### src/rtl/sticky_pkg.sv
package sticky_pkg;
  // Captured result of one detection.
  typedef struct packed {
    logic flag;
    logic vld;
  } sticky_res_t;

  localparam int unsigned DEF_WIDTH = 64;
  localparam int unsigned DEF_SHW   = 7;
endpackage

### src/rtl/sticky_smear.sv
// Builds r | -r: ones from the lowest set bit of r upwards, zeros below it.
module sticky_smear #(
  parameter int unsigned W = 64
) (
  input  logic [W-1:0] r,
  output logic [W-1:0] smear
);
  logic [W-1:0] neg_r;

  always_comb begin
    neg_r = '0 - r;
    smear = r | neg_r;
  end
endmodule

### src/rtl/sticky_pick.sv
// Picks a single bit of the smeared word according to the shift amount.
module sticky_pick #(
  parameter int unsigned W  = 64,
  parameter int unsigned NW = 7
) (
  input  logic [W-1:0]  smear,
  input  logic [NW-1:0] n,
  output logic          x
);
  localparam int unsigned IW = (W > 1) ? $clog2(W) : 1;
  localparam logic [NW:0] W_L = (NW+1)'(W);

  logic [NW-1:0] n_m1;
  logic          n_zero;
  logic          n_full;

  always_comb begin
    n_m1   = n - 1'b1;
    n_zero = (n == '0);
    n_full = ({1'b0, n} >= W_L);
    if (n_zero)      x = 1'b0;
    else if (n_full) x = smear[W-1];
    else             x = smear[n_m1[IW-1:0]];
  end
endmodule

### src/rtl/sticky_outreg.sv
// Optional capture stage for the sticky flag.
module sticky_outreg
  import sticky_pkg::*;
#(
  parameter bit REG_OUT = 1'b1
) (
  input  logic clk,
  input  logic rst_n,
  input  logic x_in,
  input  logic v_in,
  output logic x_q,
  output logic v_q
);
  generate
    if (REG_OUT) begin : g_reg
      sticky_res_t res_d, res_q;

      always_comb begin
        res_d.vld  = v_in;
        res_d.flag = v_in ? x_in : res_q.flag;
      end

      always_ff @(posedge clk or negedge rst_n) begin
        if (!rst_n) res_q <= '0;
        else        res_q <= res_d;
      end

      assign x_q = res_q.flag;
      assign v_q = res_q.vld;

      assert_load_R6: assert property (@(posedge clk) disable iff (!rst_n)
        v_in |=> (v_q && (x_q == $past(x_in))));
      assert_hold_R7: assert property (@(posedge clk) disable iff (!rst_n)
        !v_in |=> (!v_q && $stable(x_q)));
      assert_reset_R8: assert property (@(posedge clk)
        !rst_n |-> (!x_q && !v_q));
    end else begin : g_pass
      assign x_q = x_in;
      assign v_q = v_in;
    end
  endgenerate
endmodule

### src/rtl/sticky_detect.sv
module sticky_detect
  import sticky_pkg::*;
#(
  parameter int unsigned W       = DEF_WIDTH,
  parameter int unsigned NW      = DEF_SHW,
  parameter bit          REG_OUT = 1'b1
) (
  input  logic          clk,
  input  logic          rst_n,
  input  logic [W-1:0]  mant_i,
  input  logic [NW-1:0] shamt_i,
  input  logic          valid_i,
  output logic          sticky_o,
  output logic          sticky_q_o,
  output logic          valid_q_o
);
  localparam logic [NW:0] W_L = (NW+1)'(W);

  logic [W-1:0] smear;
  logic         x_comb;

  sticky_smear #(.W(W)) u_smear (
    .r     (mant_i),
    .smear (smear)
  );

  sticky_pick #(.W(W), .NW(NW)) u_pick (
    .smear (smear),
    .n     (shamt_i),
    .x     (x_comb)
  );

  sticky_outreg #(.REG_OUT(REG_OUT)) u_oreg (
    .clk   (clk),
    .rst_n (rst_n),
    .x_in  (x_comb),
    .v_in  (valid_i),
    .x_q   (sticky_q_o),
    .v_q   (valid_q_o)
  );

  assign sticky_o = x_comb;

  // A set flag needs some set bit in the mantissa.
  assert_needs_bit_R1: assert property (@(posedge clk) disable iff (!rst_n)
    sticky_o |-> (mant_i != '0));
  // Shift by one discards exactly bit 0.
  assert_one_bit_R1: assert property (@(posedge clk) disable iff (!rst_n)
    (shamt_i == NW'(1)) |-> (sticky_o == mant_i[0]));
  assert_zero_shift_R2: assert property (@(posedge clk) disable iff (!rst_n)
    (shamt_i == '0) |-> !sticky_o);
  assert_full_shift_R3: assert property (@(posedge clk) disable iff (!rst_n)
    ({1'b0, shamt_i} >= W_L) |-> (sticky_o == (mant_i != '0)));
  assert_zero_mant_R4: assert property (@(posedge clk) disable iff (!rst_n)
    (mant_i == '0) |-> !sticky_o);
endmodule

### config.mk
export PLATFORM = sky130hd
export DESIGN_NAME = sticky_detect
export DESIGN_NICKNAME = d
export VERILOG_FILES = /design/src/rtl/sticky_pkg.sv /design/src/rtl/sticky_smear.sv /design/src/rtl/sticky_pick.sv /design/src/rtl/sticky_outreg.sv /design/src/rtl/sticky_detect.sv
export SDC_FILE = /design/constraint.sdc
export NUM_CORES = 1
export LEC_CHECK = 0
export ABC_CLOCK_PERIOD_IN_PS = 4100
export BUFFER_PORTS_ARGS = -buffer_cell sky130_fd_sc_hd__buf_2
export CAP_MARGIN = 10
export CORE_ASPECT_RATIO = 0.7
export CORE_UTILIZATION = 35
export DETAILED_ROUTE_END_ITERATION = 8
export PLACE_DENSITY_LB_ADDON = 0.12
export SETUP_SLACK_MARGIN = 0.5
export SYNTH_ARGS = -nofsm -noshare
export SYNTH_HDL_FRONTEND = slang
export SYNTH_HIERARCHICAL = 1
export SYNTH_SLANG_ARGS = --single-unit
### constraint.sdc
create_clock -name clk -period 4.1 [get_ports clk]
set_input_delay 0.41 -clock clk [delete_from_list [all_inputs] [get_ports clk]]
set_output_delay 0.41 -clock clk [all_outputs]
set_load 0.02 [all_outputs]
# Yosys cells after proc, flatten, opt, wreduce, memory -nomap -nowiden
# Cells that the tools add are included.
dict set report word_totals {
  reg_bits 2
  memories 0
  latch_bits 0
  rom_bits 0
  mem_bits_rw 0
  inputBits 74
}
dict set report classes {
  n_div 0
  muxes 4
  mul 0
  add_sub_neg 2
  n_eq_ne 0
  n_lt_le_gt_ge 2
  shift 0
  n_bitwise 1
  reduce_logical 1
}
# op count
set ops {}
lappend ops {{$or 64x64->64} 1}
lappend ops {{$sub 1x64->64 const A} 1}
lappend ops {{$ge 7x7->1 const B} 1}
lappend ops {{$logic_not 7->1} 1}
lappend ops {{$lt 6x7->1 const B} 1}
lappend ops {{$bmux 1 s6} 1}
lappend ops {{$sub 6x1->6 const B} 1}
lappend ops {{$mux 1} 3}

# Logic depth before layout (Yosys ltp)
dict set report depth {
  depth_word 6
  depth_mapped 12
}

# Hierarchy
# Netlist, hierarchy kept.
# module instances seq_area_each_um2 area_per_inst_um2 cells_each
set by_module_without_submodules {}
lappend by_module_without_submodules {sticky_smear 1 0.0 793.3 135}
lappend by_module_without_submodules {sticky_pick 1 0.0 708.2 50}
lappend by_module_without_submodules {sticky_outreg 1 50.0 65.1 3}

# Worst setup path after synthesis
# OpenSTA, ideal clock, no wires.
dict set report synth_timing {
  kind {input to register}
  start {input port mant_i[11]}
  end {register u_oreg.g_reg.res_q, in the netlist u_oreg/x_q}
  stages 11
  arrival_ps 3764
  setup_slack_ps 210
  setup_ps 125
  t_required_ps 3975
  path_cell_list {or3_4 > or4_1 > buf_2 > nor4_4 > buf_6 > nand3_1 > mux4_1 > mux4_2 > o2111ai_1 > o311ai_1 > mux2_4}
}
dict set report synth_via {
  elab_chain_len 6
}
# element line_no
set synth_lines {}
lappend synth_lines {{from (decl)} sticky_detect.sv:10} ;# input logic [W-1:0] mant_i,
lappend synth_lines {{$sub 1x64->64} sticky_smear.sv:11} ;# neg_r = '0 - r;
lappend synth_lines {{$or 64x64->64} sticky_smear.sv:12} ;# smear = r | neg_r;
lappend synth_lines {{net smear[46]} sticky_detect.sv:19} ;# logic [W-1:0] smear;
lappend synth_lines {{$bmux 1 s6} sticky_pick.sv:23} ;# else x = smear[n_m1[IW-1:0]];
lappend synth_lines {{$mux 1 (implied by the code)} sticky_pick.sv:23}
lappend synth_lines {{$mux 1} sticky_pick.sv:22} ;# else if (n_full) x = smear[W-1];
lappend synth_lines {{$mux 1} sticky_pick.sv:21} ;# if (n_zero) x = 1'b0;
lappend synth_lines {{net sticky_o} sticky_detect.sv:13} ;# output logic sticky_o,
lappend synth_lines {{to (signal assigned)} sticky_outreg.sv:25} ;# else res_q <= res_d;
lappend synth_lines {{to (decl)} sticky_outreg.sv:16} ;# sticky_res_t res_d, res_q;
# The timed path passes the listed nets, and every way through them passes these cells. The select of a mux whose other input is x is not followed.
# A chain may end at the register's enable or synchronous reset.

# Worst setup path after layout
dict set report layout_timing {
  start {input port mant_i[19]}
  end {output port sticky_o}
}
dict set report layout_via {
  elab_chain_len 6
}
# element line_no
set layout_lines {}
lappend layout_lines {{$sub 1x64->64 *} sticky_smear.sv:11}
lappend layout_lines {{$or 64x64->64 *} sticky_smear.sv:12}
lappend layout_lines {{net smear[63]} sticky_detect.sv:19}
lappend layout_lines {{$bmux 1 s6} sticky_pick.sv:23}
lappend layout_lines {{$mux 1 (implied by the code)} sticky_pick.sv:23}
lappend layout_lines {{$mux 1 *} sticky_pick.sv:22}
lappend layout_lines {{$mux 1 *} sticky_pick.sv:21}
lappend layout_lines {{to (decl)} sticky_detect.sv:13}
# Mark *: on every way through the listed nets, which the timed path passes. The rest lies on a longest branch. The select of a mux whose other input is x is not followed.

==> qor.txt <==
outcome = complete, no violations
Rel. slew slack = 57.9%
clock tree from TritonCTS = done
path category of the worst min-delay check = in -> reg
Yosys reg bits = 2
worst skew pair latency = 0.21 ns
Layout fillers = 412
port buffer count = 76
end-of-flow core utilization = 53.7%
maximum number of buffers from clock root to sink = 2
average routed wire per standard cell = 14.9 microns
Rows = 19
Global Route Usage Sum = 21.2%
count of maximum capacitance violations = 0
total negative setup slack = 0 ns
largest net degree at the start of global routing = 20
Final Max Slew Viols = 0
maximum level of the CTS H-tree = 1
vias in the first global route = 1,623
Fmax achieved = 0.248 GHz
diodes inserted = 0
cts bufs inserted = 3
net count after synthesis = 264
most frequent standard cell in the layout excluding fill and tap cells = buf_2
number of antenna violations at the first check in global routing = 0
die height = 58.0 microns
routed via count = 1,903
Data required, critical path = 3.69 ns
nature of the critical path endpoint = output pin
Placed Instance Area = 0.00209 sq mm
startpoint kind of the worst setup timing path = primary input
crit path kind = in -> out
leading cell types in the layout, fill and taps excluded = buf_2 (76), or3_1 (17), buf_4 (15), nand3_1 (15), nor3_1 (15)
clock root buffer = clkbuf_8
top_reg_cell synth = dfrtp_1
Post-synth EDFFs = 0
GR Overflow Total = 0
global-route wire length before repair = 7.71 mm
number of design rule violations left after detail routing = 0
final instance area = 0.00221 sq mm
met2 global-route usage = 28.9%
Seq/Total Area, Yosys = 3.19%
worst voltage drop across the vdd grid = 0.000176 V
die footprint = 0.00475 sq mm
met1 GRT Util = 37.1%
most congested layer reported by global routing = met1
average cell area after synthesis = 8.33 sq um
Least-Margin Pin Slew = 0.626 ns
NumNets Final = 354
gpl congestion = 0.859
area of the core = 0.00411 sq mm
mean number of vias per cell = 5.80
count of routing violations after the opening detailed-route iteration = 97
floorplan die width = 82.0 microns
share of final-layout standard cells stronger than drive strength 1 = 46.4%
power density over cell area = 102 mW/mm^2
Final ANT Viol Nets = 0
Total Routed Length = 4.89 mm
post-route clock skew = 0 ns
post-synthesis instance area = 0.00157 sq mm
clock input transition at the sequential cells of the worst setup and hold paths = 0.03 ns
CTS sink cnt = 2
portion of the clock cycle consumed by the worst path in the final layout = 98.2%
critical path arrival = 3.62 ns
cell count after synthesis = 188
synth-to-layout area growth = 41.1%
time the final worst path needs with I/O delays and setup = 4.03 ns
final setup fails = 0
ports placed on the boundary = 77
maximum fanout encountered on the critical timing path = 6
number of warning messages in the yosys log = 6
fraction of registers with async set or reset after synthesis = 100%
initial core utilization = 38.1%
number of distinct standard cells referenced by the synthesized netlist = 44
HPWL after detailed placement = 4.14 mm
leakage power = 0.000778 uW
Overall Power = 225 uW
M3 GR Usage = 0.472%
length of the first detailed-routing pass in iterations = 4
setup repair after global routing missed its margin = yes
final hold violation count = 0
==> per-stage QoR <==
stage | instances | setup slack (ns) | hold slack (ns)
6_report | 328 | 0.0750 | 0.343
5_1_grt | 328 | -0.0150 | 0.343
4_1_cts | 325 | 0.0858 | 0.340
3_5_place_dp | 321 | -0.0335 | 0.197
3_3_place_gp | 321 | -0.00314 | 0.196
2_1_floorplan | 188 | 0.295 | 0.114
==> sequential cells by signal (all words and copies together) (netlist names) <==
register / flops
u_oreg/x_q: 1
u_oreg/v_q: 1
==> report_power, final <==
part	total [uW]	leakage [uW]	internal [uW]	switching, uW
combinational	127	0.000734	64.6	62.4
clock	75.3	0.0000216	61.9	13.5
sequential	22.4	0.0000223	21.6	0.762
==> routing by layer <==
layer	routed length (microns)	vias up
li1	-	949
met1	2490	886
met2	2030	68
met3	374	0
met4	0	0
met5	0	-
==> cells in the mapped netlist, types with 2 or more instances <==
master	instances	area share [%]
a21oi_1	2	0.64
and3_1	3	1.2
and4_1	2	1.1
buf_2	2	0.64
buf_6	4	2.9
clkbuf_1	3	0.72
dfrtp_1	2	3.2
ha_1	2	1.6
inv_1	9	2.2
mux4_1	12	20
mux4_2	7	10
nand2_1	14	3.4
nand2b_1	4	1.6
nand3_1	15	4.8
nand3b_1	3	1.4
nand4_1	11	4.4
nand4b_1	4	2.2
nor2_1	12	2.9
nor3_1	15	4.8
nor4_1	9	3.6
nor4b_1	2	1.1
o2111ai_1	2	1.1
o31ai_1	2	0.96
or2_2	5	2.0
or3_1	18	7.2
or4_1	3	1.4
or4_4	3	2.2
xnor2_1	2	1.1
==> area by class of cell <==
type	count	area (sq um)	share of cell area (%)
flip-flops and latches	2	50.0	2.27
inverters	10	41.3	1.87
repair inverters	1	5.00	0.227
multi-input cells	165	1460	66.1
well taps	52	65.1	2.94
repair buffers	95	546	24.7
clock buffers	3	41.3	1.87
==> worst max-delay path: stages <==
cell and delay [ns]:
buf_2 0.12, or4_4 0.51, or4_4 0.48, nor4_4 0.27
buf_4 0.19, nand3_1 0.11, mux4_2 0.49, mux4_2 0.50
o2111ai_4 0.23, o311ai_4 0.13, buf_2 0.18
==> final timing paths <==
check	from	end	slack [ns]	cells after the start
worst max-delay path	mant_i[19]	sticky_o	0.07	11
worst max register to register	u_oreg/x_q$_DFFE_PN0P_	u_oreg/x_q$_DFFE_PN0P_	3.35	1
min in group asynchronous	rst_n	u_oreg/v_q$_DFF_PN0_	0.52	2
max in group asynchronous	rst_n	u_oreg/x_q$_DFFE_PN0P_	3.48	2
worst min register to register	u_oreg/x_q$_DFFE_PN0P_	u_oreg/x_q$_DFFE_PN0P_	0.51	1
worst min-delay path	valid_i	u_oreg/v_q$_DFF_PN0_	0.34	1
==> what timing repair did <==
action                     4_1_cts  5_1_grt
hold buffers                     1        0
buffers inserted                 0        2
gates cloned                     0        1
setup endpoints to repair        2        2
gates resized for setup          9        2
hold endpoints to repair         2        0
pin swaps                        1        0
==> kinds of logic after synthesis <==
family	after synthesis	share of synthesized area [%]
buffers and inverters	21	7.35
adders and majority gates	2	1.60
and+or+nand+nor	129	49.6
DFF	2	3.20
xor gates and xnor gates	3	1.68
AOI/OAI and AO/OA	10	4.79
muxes	21	31.8
(Power assumes the default switching activity.)
